## src/rtl/mmt_pkg.sv

```systemverilog
`timescale 1ns/1ps
package mmt_pkg;

  typedef enum logic [1:0] {
    MODE_PWM    = 2'd0,
    MODE_CAP2   = 2'd1,
    MODE_TMR2   = 2'd2,
    MODE_CAPTMR = 2'd3
  } mmt_mode_e;

  // control word, MSB first
  typedef struct packed {
    logic      run;
    logic      fall_b;
    logic      fall_a;
    logic      sel2_evt;
    logic      sel1_evt;
    mmt_mode_e mode;
  } mmt_ctrl_t;

  localparam int CTRL_W = $bits(mmt_ctrl_t);
  localparam int NFLAG  = 4;

  // flag positions
  localparam int F_UNF1 = 0;
  localparam int F_UNF2 = 1;
  localparam int F_CAPA = 2;
  localparam int F_CAPB = 3;

  // register addresses
  localparam int A_CNT1 = 0;
  localparam int A_CNT2 = 1;
  localparam int A_R1A  = 2;
  localparam int A_R1B  = 3;
  localparam int A_R2   = 4;
  localparam int A_CTRL = 5;
  localparam int A_IEN  = 6;
  localparam int A_PEND = 7;
  localparam int A_CAPA = 8;
  localparam int A_CAPB = 9;

endpackage

```

## src/rtl/mmt_edge.sv

```systemverilog
`timescale 1ns/1ps
module mmt_edge #(
  parameter int N = 2
) (
  input  logic         clk,
  input  logic         rst,
  input  logic [N-1:0] din,
  input  logic [N-1:0] fall,
  output logic [N-1:0] hit
);
  logic [N-1:0] prev;

  always_ff @(posedge clk) begin
    if (rst) prev <= '0;
    else     prev <= din;
  end

  for (genvar i = 0; i < N; i++) begin : g_det
    always_comb begin
      if (fall[i]) hit[i] = prev[i] & ~din[i];
      else         hit[i] = din[i] & ~prev[i];
    end
  end
endmodule

```

## src/rtl/mmt_counter.sv

```systemverilog
`timescale 1ns/1ps
module mmt_counter #(
  parameter int W = 16
) (
  input  logic         clk,
  input  logic         rst,
  input  logic         step,
  input  logic         wr,
  input  logic [W-1:0] wr_val,
  input  logic [W-1:0] reload,
  output logic [W-1:0] cnt,
  output logic         unf
);
  logic at_zero;

  always_comb begin
    at_zero = (cnt == '0);
    unf     = step && !wr && at_zero;
  end

  always_ff @(posedge clk) begin
    if (rst)       cnt <= '0;
    else if (wr)   cnt <= wr_val;
    else if (step) cnt <= at_zero ? reload : cnt - W'(1);
  end
endmodule

```

## src/rtl/mmt_flags.sv

```systemverilog
`timescale 1ns/1ps
module mmt_flags #(
  parameter int N = 4
) (
  input  logic         clk,
  input  logic         rst,
  input  logic [N-1:0] set,
  input  logic [N-1:0] clr,
  input  logic [N-1:0] ien,
  output logic [N-1:0] pend,
  output logic         irq
);
  always_ff @(posedge clk) begin
    if (rst) begin
      pend <= '0;
      irq  <= 1'b0;
    end else begin
      pend <= (pend & ~clr) | set;
      irq  <= |(pend & ien);
    end
  end
endmodule

```

## src/rtl/dual_mode_timer.sv

```systemverilog
`timescale 1ns/1ps
module dual_mode_timer
  import mmt_pkg::*;
#(
  parameter int W  = 16,
  parameter int AW = 4
) (
  input  logic          clk,
  input  logic          rst,
  input  logic          tick,
  input  logic          wr_en,
  input  logic [AW-1:0] wr_addr,
  input  logic [W-1:0]  wr_data,
  input  logic [AW-1:0] rd_addr,
  output logic [W-1:0]  rd_data,
  input  logic          evt_a,
  input  logic          evt_b,
  output logic          pwm_out,
  output logic          irq
);
  localparam int PADC = W - CTRL_W;
  localparam int PADF = W - NFLAG;

  mmt_ctrl_t        ctrl;
  logic [W-1:0]     rel1a, rel1b, rel2, cap_a, cap_b;
  logic [NFLAG-1:0] ien, pend, fset, fclr;
  logic [W-1:0]     cnt1, cnt2, reload1;
  logic             unf1, unf2, step1, step2;
  logic             wr_cnt1, wr_cnt2;
  logic             capa_hit, capb_hit;
  logic [1:0]       edg;

  // ---------------- register writes ----------------
  always_comb begin
    wr_cnt1 = wr_en && (wr_addr == AW'(A_CNT1));
    wr_cnt2 = wr_en && (wr_addr == AW'(A_CNT2));
    fclr    = (wr_en && (wr_addr == AW'(A_PEND))) ? wr_data[NFLAG-1:0] : '0;
  end

  always_ff @(posedge clk) begin
    if (rst) begin
      ctrl  <= '0;
      rel1a <= '0;
      rel1b <= '0;
      rel2  <= '0;
      ien   <= '0;
    end else if (wr_en) begin
      case (wr_addr)
        AW'(A_R1A):  rel1a <= wr_data;
        AW'(A_R1B):  rel1b <= wr_data;
        AW'(A_R2):   rel2  <= wr_data;
        AW'(A_CTRL): ctrl  <= mmt_ctrl_t'(wr_data[CTRL_W-1:0]);
        AW'(A_IEN):  ien   <= wr_data[NFLAG-1:0];
        default: ;
      endcase
    end
  end

  // ---------------- event edges ----------------
  mmt_edge #(.N(2)) u_edge (
    .clk (clk),
    .rst (rst),
    .din ({evt_b, evt_a}),
    .fall({ctrl.fall_b, ctrl.fall_a}),
    .hit (edg)
  );

  // ---------------- mode steering ----------------
  always_comb begin
    step1    = ctrl.run && ((ctrl.mode == MODE_TMR2 && ctrl.sel1_evt) ? edg[0] : tick);
    step2    = 1'b0;
    capa_hit = 1'b0;
    capb_hit = 1'b0;
    case (ctrl.mode)
      MODE_PWM, MODE_TMR2: step2 = ctrl.run && (ctrl.sel2_evt ? edg[1] : tick);
      MODE_CAP2: begin
        capa_hit = edg[0];
        capb_hit = edg[1];
      end
      MODE_CAPTMR: begin
        step2    = ctrl.run && edg[1];
        capa_hit = edg[0];
      end
      default: ;
    endcase
    reload1 = (ctrl.mode == MODE_PWM && pwm_out) ? rel1b : rel1a;
  end

  mmt_counter #(.W(W)) u_cnt1 (
    .clk(clk), .rst(rst), .step(step1), .wr(wr_cnt1),
    .wr_val(wr_data), .reload(reload1), .cnt(cnt1), .unf(unf1)
  );

  mmt_counter #(.W(W)) u_cnt2 (
    .clk(clk), .rst(rst), .step(step2), .wr(wr_cnt2),
    .wr_val(wr_data), .reload(rel2), .cnt(cnt2), .unf(unf2)
  );

  // ---------------- capture and PWM ----------------
  always_ff @(posedge clk) begin
    if (rst) begin
      cap_a   <= '0;
      cap_b   <= '0;
      pwm_out <= 1'b0;
    end else begin
      if (capa_hit) cap_a <= cnt1;
      if (capb_hit) cap_b <= cnt1;
      if (ctrl.mode != MODE_PWM) pwm_out <= 1'b0;
      else if (unf1)             pwm_out <= ~pwm_out;
    end
  end

  // ---------------- flags / interrupt ----------------
  always_comb begin
    fset         = '0;
    fset[F_UNF1] = unf1;
    fset[F_UNF2] = unf2;
    fset[F_CAPA] = capa_hit;
    fset[F_CAPB] = capb_hit;
  end

  mmt_flags #(.N(NFLAG)) u_flags (
    .clk(clk), .rst(rst), .set(fset), .clr(fclr),
    .ien(ien), .pend(pend), .irq(irq)
  );

  // ---------------- read port ----------------
  always_ff @(posedge clk) begin
    if (rst) rd_data <= '0;
    else begin
      case (rd_addr)
        AW'(A_CNT1): rd_data <= cnt1;
        AW'(A_CNT2): rd_data <= cnt2;
        AW'(A_R1A):  rd_data <= rel1a;
        AW'(A_R1B):  rd_data <= rel1b;
        AW'(A_R2):   rd_data <= rel2;
        AW'(A_CTRL): rd_data <= {{PADC{1'b0}}, ctrl};
        AW'(A_IEN):  rd_data <= {{PADF{1'b0}}, ien};
        AW'(A_PEND): rd_data <= {{PADF{1'b0}}, pend};
        AW'(A_CAPA): rd_data <= cap_a;
        AW'(A_CAPB): rd_data <= cap_b;
        default:     rd_data <= '0;
      endcase
    end
  end
endmodule

```

## config.mk

```make
export PLATFORM = sky130hd
export DESIGN_NAME = dual_mode_timer
export DESIGN_NICKNAME = d
export VERILOG_FILES = /design/src/rtl/mmt_pkg.sv /design/src/rtl/mmt_edge.sv /design/src/rtl/mmt_counter.sv /design/src/rtl/mmt_flags.sv /design/src/rtl/dual_mode_timer.sv
export SDC_FILE = /design/constraint.sdc
export NUM_CORES = 1
export LEC_CHECK = 0
export ABC_AREA = 1
export BUFFER_PORTS_ARGS = -buffer_cell sky130_fd_sc_hd__buf_2
export CAP_MARGIN = 10
export CORE_MARGIN = 2
export CORE_UTILIZATION = 50
export CTS_BUF_LIST = sky130_fd_sc_hd__clkbuf_8 sky130_fd_sc_hd__clkbuf_16
export DETAILED_ROUTE_END_ITERATION = 10
export HOLD_SLACK_MARGIN = 0.06
export PLACE_DENSITY = 0.65
export REMOVE_ABC_BUFFERS = 1
export SYNTH_ARGS = -nofsm -noshare
export SYNTH_HDL_FRONTEND = slang
export SYNTH_SLANG_ARGS = --single-unit
export TNS_END_PERCENT = 20
```

## constraint.sdc

```tcl
create_clock -name clk -period 4.1 [get_ports clk]
set_input_delay 0.82 -clock clk [delete_from_list [all_inputs] [get_ports clk]]
set_output_delay 0.82 -clock clk [all_outputs]
set_load 0.02 [all_outputs]
```

# Word level (Yosys, flattened, before mapping)
# Index checks and enable logic that the tools add are counted.
dict set report word_totals {
  output_inout_bits 18
  reg_bits 147
}
dict set report op_classes {
  add_sub_neg 2
  eq_ne 19
  bitwise_logic 13
  reduce_logical 31
  mux 16
}
# cell count
set ops {}
lappend ops {{$pmux 16 s10} 1}
lappend ops {{$mux 16} 7}
lappend ops {{$eq 4x3->1 const B} 8}
lappend ops {{$logic_not 16->1} 2}
lappend ops {{$sub 16x1->16 const B} 2}
lappend ops {{$eq 4x2->1 const B} 4}
lappend ops {{$logic_and 1x1->1} 12}
lappend ops {{$reduce_and 2->1} 5}
lappend ops {{$and 4x4->4} 2}
lappend ops {{$eq 4x1->1 const B} 2}
lappend ops {{$eq 4x4->1 const B} 2}
lappend ops {{$logic_not 4->1} 2}
lappend ops {{$mux 1} 6}
lappend ops {{$reduce_bool 2->1} 3}
lappend ops {{$reduce_or 2->1} 3}
lappend ops {{$not 1->1} 5}
lappend ops {{$and 1x1->1} 4}
lappend ops {{$eq 2x2->1 const B} 2}
lappend ops {{$mux 4} 1}
lappend ops {{$not 4->4} 1}
lappend ops {{$or 4x4->4} 1}
lappend ops {{$reduce_or 4->1} 1}
lappend ops {{$eq 2x1->1 const B} 1}
lappend ops {{$logic_not 1->1} 2}
lappend ops {{other kinds (2)} 2}

# Depth between registers and ports, before layout
dict set report logic_depth {
  depth_word 9
  mapped_depth 11
  ltp_nobuf 11
}

# Cells and area by module
# Synthesis repeated with hierarchy kept, for this count alone.
dict set report unflattened {
  hier_cells 1241
  area_unflattened_um2 8282.9
}
# mod cells_each area_per_inst_um2 seq_area_each_um2 n_inst
set modules_own_cells {}
lappend modules_own_cells {dual_mode_timer 742 4949.7 2162.1 1}
lappend modules_own_cells {mmt_counter 229 1527.7 320.3 2}
lappend modules_own_cells {mmt_flags 25 180.2 100.1 1}
lappend modules_own_cells {mmt_edge 16 97.6 40.0 1}

# Worst setup path before layout
# OpenSTA, ideal clock, no wires.
dict set report synth_timing {
  kind {in2reg}
  start {input port evt_b}
  end {register u_cnt2.cnt[10]}
  path_slack_ps 2296
  arrival_time_ps 1676
  t_required_ps 3972
  cell_stages 10
  setup_time_ps 128
  cell_sequence {inv_1 -> o21ai_0 -> nand2_1 -> nand2_1 -> nand2_2 -> buf_4 -> nand3_1 -> nand2_1 -> a21oi_1 -> nor2_1}
}
dict set report synth_between {
  elab_chain_len 7
  elab_cells_between_ends 9
  classes_between {mux (3); bitwise (3); reduce/logical (3)}
}
# item line_no
set synth_rtl {}
lappend synth_rtl {{from (decl)} dual_mode_timer.sv:17} ;# input logic evt_b,
lappend synth_rtl {{$not 1->1} mmt_edge.sv:20} ;# if (fall[i]) hit[i] = prev[i] & ~din[i];
lappend synth_rtl {{$and 1x1->1} mmt_edge.sv:20}
lappend synth_rtl {{$mux 1 (*)} mmt_edge.sv:20}
lappend synth_rtl {{$mux 1} dual_mode_timer.sv:75} ;# MODE_PWM, MODE_TMR2: step2 = ctrl.run && (ctrl.sel2_evt ? edg[1] : tick);
lappend synth_rtl {{$logic_and 1x1->1} dual_mode_timer.sv:75}
lappend synth_rtl {{$pmux 1 s2 (*)} dual_mode_timer.sv:74} ;# case (ctrl.mode)
lappend synth_rtl {{$reduce_bool 2->1 (no source line) (*)} n/a}
lappend synth_rtl {{to (signal assigned)} mmt_counter.sv:23} ;# else if (wr) cnt <= wr_val;
lappend synth_rtl {{to (signal assigned)} mmt_counter.sv:24} ;# else if (step) cnt <= at_zero ? reload : cnt - W'(1);
lappend synth_rtl {{to (decl)} mmt_counter.sv:11} ;# output logic [W-1:0] cnt,
# Mark *: on every way between the ends. The rest lies on a longest branch, timed or not.
# A chain may end at the register's enable or synchronous reset.

# Worst setup path in the final report
dict set report layout_timing {
  start {register ctrl[1] in the netlist's numbering}
  end {register u_cnt1.cnt[0]}
}
dict set report layout_between {
  elab_chain_len 6
  elab_cells_between_ends 11
  classes_between {eq/ne (1); mux (5); reduce/logical (5)}
}
# item line_no
set layout_rtl {}
lappend layout_rtl {{from (decl)} dual_mode_timer.sv:24} ;# mmt_ctrl_t ctrl;
lappend layout_rtl {{from (signal assigned)} dual_mode_timer.sv:52} ;# AW'(A_CTRL): ctrl <= mmt_ctrl_t'(wr_data[CTRL_W-1:0]);
lappend layout_rtl {{$logic_not 2->1} dual_mode_timer.sv:86} ;# reload1 = (ctrl.mode == MODE_PWM && pwm_out) ? rel1b : rel1a;
lappend layout_rtl {{$logic_and 1x1->1} dual_mode_timer.sv:86}
lappend layout_rtl {{$mux 16} dual_mode_timer.sv:86}
lappend layout_rtl {{$mux 16 (2 in a row)} mmt_counter.sv:24}
lappend layout_rtl {{$mux 16} mmt_counter.sv:23}
lappend layout_rtl {{to (signal assigned)} mmt_counter.sv:23}
lappend layout_rtl {{to (signal assigned)} mmt_counter.sv:24}
lappend layout_rtl {{to (decl)} mmt_counter.sv:11}
# Several ways; a longest one is shown, not always the timed one. The select of a mux whose other input is x is not followed.

==> results.md <==
Timing:
- The relative slew slack is 38.4%.
- Setup repair after global routing left no endpoint under its margin.
- The total count of max-transition violations in the final report is 0.
- Setup violations remaining at the end of the flow were counted as 0.
- The final total negative setup slack is 0 ns.
- The worst setup slack after layout is 2.01 ns.
- The share of the cycle needed by the critical path after routing is 51.0%.
- The final number of hold-violating endpoints is 0.
- Static timing analysis puts the maximum clock frequency at 0.478 GHz.
- The worst hold-check slack is 0.451 ns.
- The transition at the pin with the smallest max-transition slack is 0.922 ns.
- The largest clock skew in the final design is 0.00818 ns.
- The final critical-path required period is 2.09 ns.

Global route:
- Global routing used 30.7% of the available tracks across all layers.
- The pin count of the biggest net entering global routing is 60.
- The via count of the first global-routing pass came to 7,035.
- The number of antenna violations at the first check in global routing was 0.
- The total overflow reported by the global router is 0.
- The first global-routing pass estimated 39,000 um of wire.

Power and ir drop:
- The power after layout is 3430 uW.
- The analysis attributes to cell leakage a power of 0.00352 uW.
- The maximum vdd drop is 375 uV.
- The power per cell area is 393 nW/um^2.

Clock network:
- Gates resized during post-CTS repair numbered 0.
- The cell at the root of the clock tree is sky130_fd_sc_hd__clkbuf_16.
- After clock tree synthesis, the setup repair step added 0 buffers.
- TritonCTS built the clock tree.
- The clock reaches the later pin of the worst-skew pair after 0.43 ns.
- Clock-pin slew was measured on the worst setup and hold paths at 0.06 ns.
- The number of buffers created by CTS is 17.
- The tree built by TritonCTS fans out to 147 sinks.
- The count of H-tree levels built during CTS is 4.
- The number of hold buffers added after CTS is 0.
- Counting along the longest clock path gives a buffer depth of 2.

Outcome:
- The flow ran to the end, and the final reports show no timing, DRC or antenna violations.

Logic synthesis:
- The largest family of logic cells by synthesized area is simple AND/OR/NAND/NOR gates.
- The synthesized design contains 0 enable-type register cells.
- The library cell with the highest instance count after synthesis is sky130_fd_sc_hd__nand2_1.
- The dominant register cell in the synthesized netlist is sky130_fd_sc_hd__dfxtp_1.
- The post-synthesis adder-cell area fraction is 0.634%.
- In the synthesized netlist the async set-or-reset flop fraction comes to 0%.
- The register area share after synthesis is 37.3%.
- The cell count after synthesis is 1,158.
- The flop and latch count out of synthesis is 147.
- The synthesized area per cell is 6.82 sq um.
- Ranked by total cell area, the synthesized netlist is headed by sky130_fd_sc_hd__dfxtp_1 37%, sky130_fd_sc_hd__a21oi_1 8.7%, sky130_fd_sc_hd__o21ai_0 8.6%, sky130_fd_sc_hd__nand2_1 8.6%, sky130_fd_sc_hd__inv_1 8.0%.
- Yosys mapped the design onto 35 distinct sky130hd cell types.
- Sorting the synthesized cells by how often they occur yields 181 x sky130_fd_sc_hd__nand2_1, 169 x sky130_fd_sc_hd__inv_1, 147 x sky130_fd_sc_hd__dfxtp_1.
- The synthesized netlist occupies a cell area of 7900 sq um.
- Measured against the total synthesized area, the mux share comes to 0%.
- Of the total synthesized cell area, the portion taken by AND, OR, NAND and NOR gates is 25.5%.
- Of the post-synthesis cell area, the dominant cell type holds 37.3%.
- sky130_fd_sc_hd__dfxtp_1 takes more of the synthesized area than any other cell.
- The count of yosys warnings during synthesis is 0.
- The synthesized netlist devotes 23.3% of its cell area to compound gates.
- After Yosys synthesis, XOR and XNOR cells account for 0.887% of the synthesized area.

Route:
- After detailed routing, the total wire length is 24,900 um.
- The first detailed-routing pass took 5 iterations.
- The count of vias placed by the detailed router is 7,727.
- After detailed routing, the average wire length per cell comes to 17.8 um.
- The remaining antenna violation count is 0.
- For this run, design rule violations remaining after detail routing come to 0.
- The number of vias per cell after detailed routing is 5.50.
- The first routing iteration left 754 violations.

Layout:
- The final layout net count is 1,214.
- The proportion of layout cells with a drive suffix above 1 is 13.3%.
- Cells fill 57.1% of the core in the end.
- The fill cell total of the finished layout is 1,576.
- The antenna diode instance count is 0.
- The area overhead of the layout relative to synthesis is 10.6%.

Worst setup path:
- The internal reg-to-reg setup slack is 2.01 ns.
- In this run the critical register-to-register path is launched from ctrl[1]$_SDFFE_PP0P_.
- In this design, the stage delay of the slowest critical-path cell is 0.56 ns.
- The data arrival at the endpoint of the critical path is 2.45 ns.
- The critical path startpoint category is a register.
- The required time reported for the critical path endpoint is 4.46 ns.
- The library cell contributing the largest single delay on the critical path is sky130_fd_sc_hd__nand3_2.
- The signal on the critical path passes through inv_1, nand3_2, o21ai_0, nand3_1, a21oi_1, nor2_1, nor2_1.
- Of all nets on the critical path, the largest fanout is 32.
- The worst setup path is captured at a register.
- The worst flop-to-flop path endpoint is u_cnt1.cnt[0]$_SDFFE_PP0P_.
- The cell with the most instances on the worst path is sky130_fd_sc_hd__nor2_1.
- The critical path launch point is ctrl[1]$_SDFFE_PP0P_.
- For the worst flop-to-flop path, the logic depth is 7.
- The critical path capture point is u_cnt1.cnt[0]$_SDFFE_PP0P_.
- The worst setup path is of the reg2reg kind.

Die:
- The die footprint is 16,800 sq um.
- The initial core utilization is 51.6%.
- 48 I/O pins were placed.
- Measured along the y axis, the die boundary spans 130 um.
- The horizontal die dimension is 130 um.
- The number of rows created at floorplan is 45.
- The floorplan step defined a core boundary enclosing 15,300 sq um.

Placed design:
- Port buffering added 47 buffers.
- The placer's final routability congestion estimate is 0.947.
- The half-perimeter wire length after detailed placement is 17,500 um.
- At the placement stage, the worst setup path has a slack of 1.65 ns.

Job:
- The number of max-capacitance violations reported is 0.

Hold path:
- The type of the tightest min-delay check is reg2reg.
- Counting instances, the worst hold path has a depth of 2.
[kinds of logic (layout without fill, tap and decap cells)]
group	Yosys count	in the layout
AOI/OAI and AO/OA	343	343
DFF	147	147
buffers and inverters	232	267
and+or+nand+nor	424	424
adders and majority gates	4	4
xor gates and xnor gates	8	8
[report_power, final]
group          switching [uW]  internal (uW)  total (uW)
clock                     631            906        1540
sequential               19.0           1450        1470
combinational             300            119         419
total                     950           2480        3430
[layout make-up]
class | instances | area, sq um | share of cell area (%)
timing repair buffer | 53 | 293 | 3.35
clock buffer | 18 | 439 | 5.03
multi-input combinational | 779 | 3980 | 45.5
clock inverter | 14 | 140 | 1.60
sequential | 147 | 2940 | 33.7
tap | 211 | 264 | 3.02
inverter | 182 | 683 | 7.82
[state kept, by name, summed over array words and instances (netlist names), 7 cells and up]
| name | cells |
|---|---|
| u_cnt1.cnt | 16 |
| rel2 | 16 |
| cap_a | 16 |
| rel1b | 16 |
| rd_data | 16 |
| rel1a | 16 |
| cap_b | 16 |
| u_cnt2.cnt | 16 |
| ctrl | 7 |
[critical path, delay by kind of cell, from the launching register on]
family	cells	cell delay, ns
buf+inv	1	0.19
flops	1	0.36
simple gates	4	0.80
compound gates	2	0.65
[layer usage]
metal,vias up,routed length (um),global-route usage (%)
met3,30,2290,8.69
met4,0,362,6.70
li1,3846,-,-
met2,304,10700,45.6
met5,-,0,0
met1,3547,11600,44.4
[cell usage in the layout (no fill, tap or decap), types with 2 or more instances in the layout]
master / n
sky130_fd_sc_hd__nand2_4: 7
sky130_fd_sc_hd__nand3_1: 77
sky130_fd_sc_hd__xor2_1: 6
sky130_fd_sc_hd__nand2_2: 13
sky130_fd_sc_hd__inv_1: 170
sky130_fd_sc_hd__nand3_4: 2
sky130_fd_sc_hd__clkinvlp_4: 6
sky130_fd_sc_hd__a31oi_1: 6
sky130_fd_sc_hd__nand3_2: 6
sky130_fd_sc_hd__nor2_4: 12
sky130_fd_sc_hd__nor2_2: 16
sky130_fd_sc_hd__buf_4: 5
sky130_fd_sc_hd__a21oi_1: 137
sky130_fd_sc_hd__o21ai_1: 3
sky130_fd_sc_hd__nand2_1: 181
sky130_fd_sc_hd__clkbuf_16: 17
sky130_fd_sc_hd__o21ai_0: 136
sky130_fd_sc_hd__ha_1: 4
sky130_fd_sc_hd__nor3_1: 5
sky130_fd_sc_hd__clkinv_2: 2
sky130_fd_sc_hd__inv_2: 11
sky130_fd_sc_hd__nand4_1: 9
sky130_fd_sc_hd__buf_2: 47
sky130_fd_sc_hd__xnor2_1: 2
sky130_fd_sc_hd__o22ai_2: 4
sky130_fd_sc_hd__o22ai_1: 51
sky130_fd_sc_hd__clkinv_1: 3
sky130_fd_sc_hd__dfxtp_1: 147
sky130_fd_sc_hd__bufinv_16: 2
sky130_fd_sc_hd__nor2_1: 93
sky130_fd_sc_hd__a21oi_2: 3
[worst min-delay path by stage]
stage,startpoint,endpoint
global placement,cap_b[14]$_SDFFE_PP0P_,cap_b[14]$_SDFFE_PP0P_
CTS,cap_a[12]$_SDFFE_PP0P_,cap_a[12]$_SDFFE_PP0P_
global route,cap_a[15]$_SDFFE_PP0P_,cap_a[15]$_SDFFE_PP0P_
detailed placement,cap_a[12]$_SDFFE_PP0P_,cap_a[12]$_SDFFE_PP0P_
floorplan,cap_a[12]$_SDFFE_PP0P_,cap_a[12]$_SDFFE_PP0P_
finish,cap_a[12]$_SDFFE_PP0P_,cap_a[12]$_SDFFE_PP0P_
[per-stage QoR]
stage | area, sq um | std cells
finish | 8740 | 1404
global route | 8740 | 1404
CTS | 8740 | 1404
detailed placement | 8160 | 1372
global placement | 8160 | 1372
floorplan | 7600 | 1108
(Power assumes the default switching activity.)
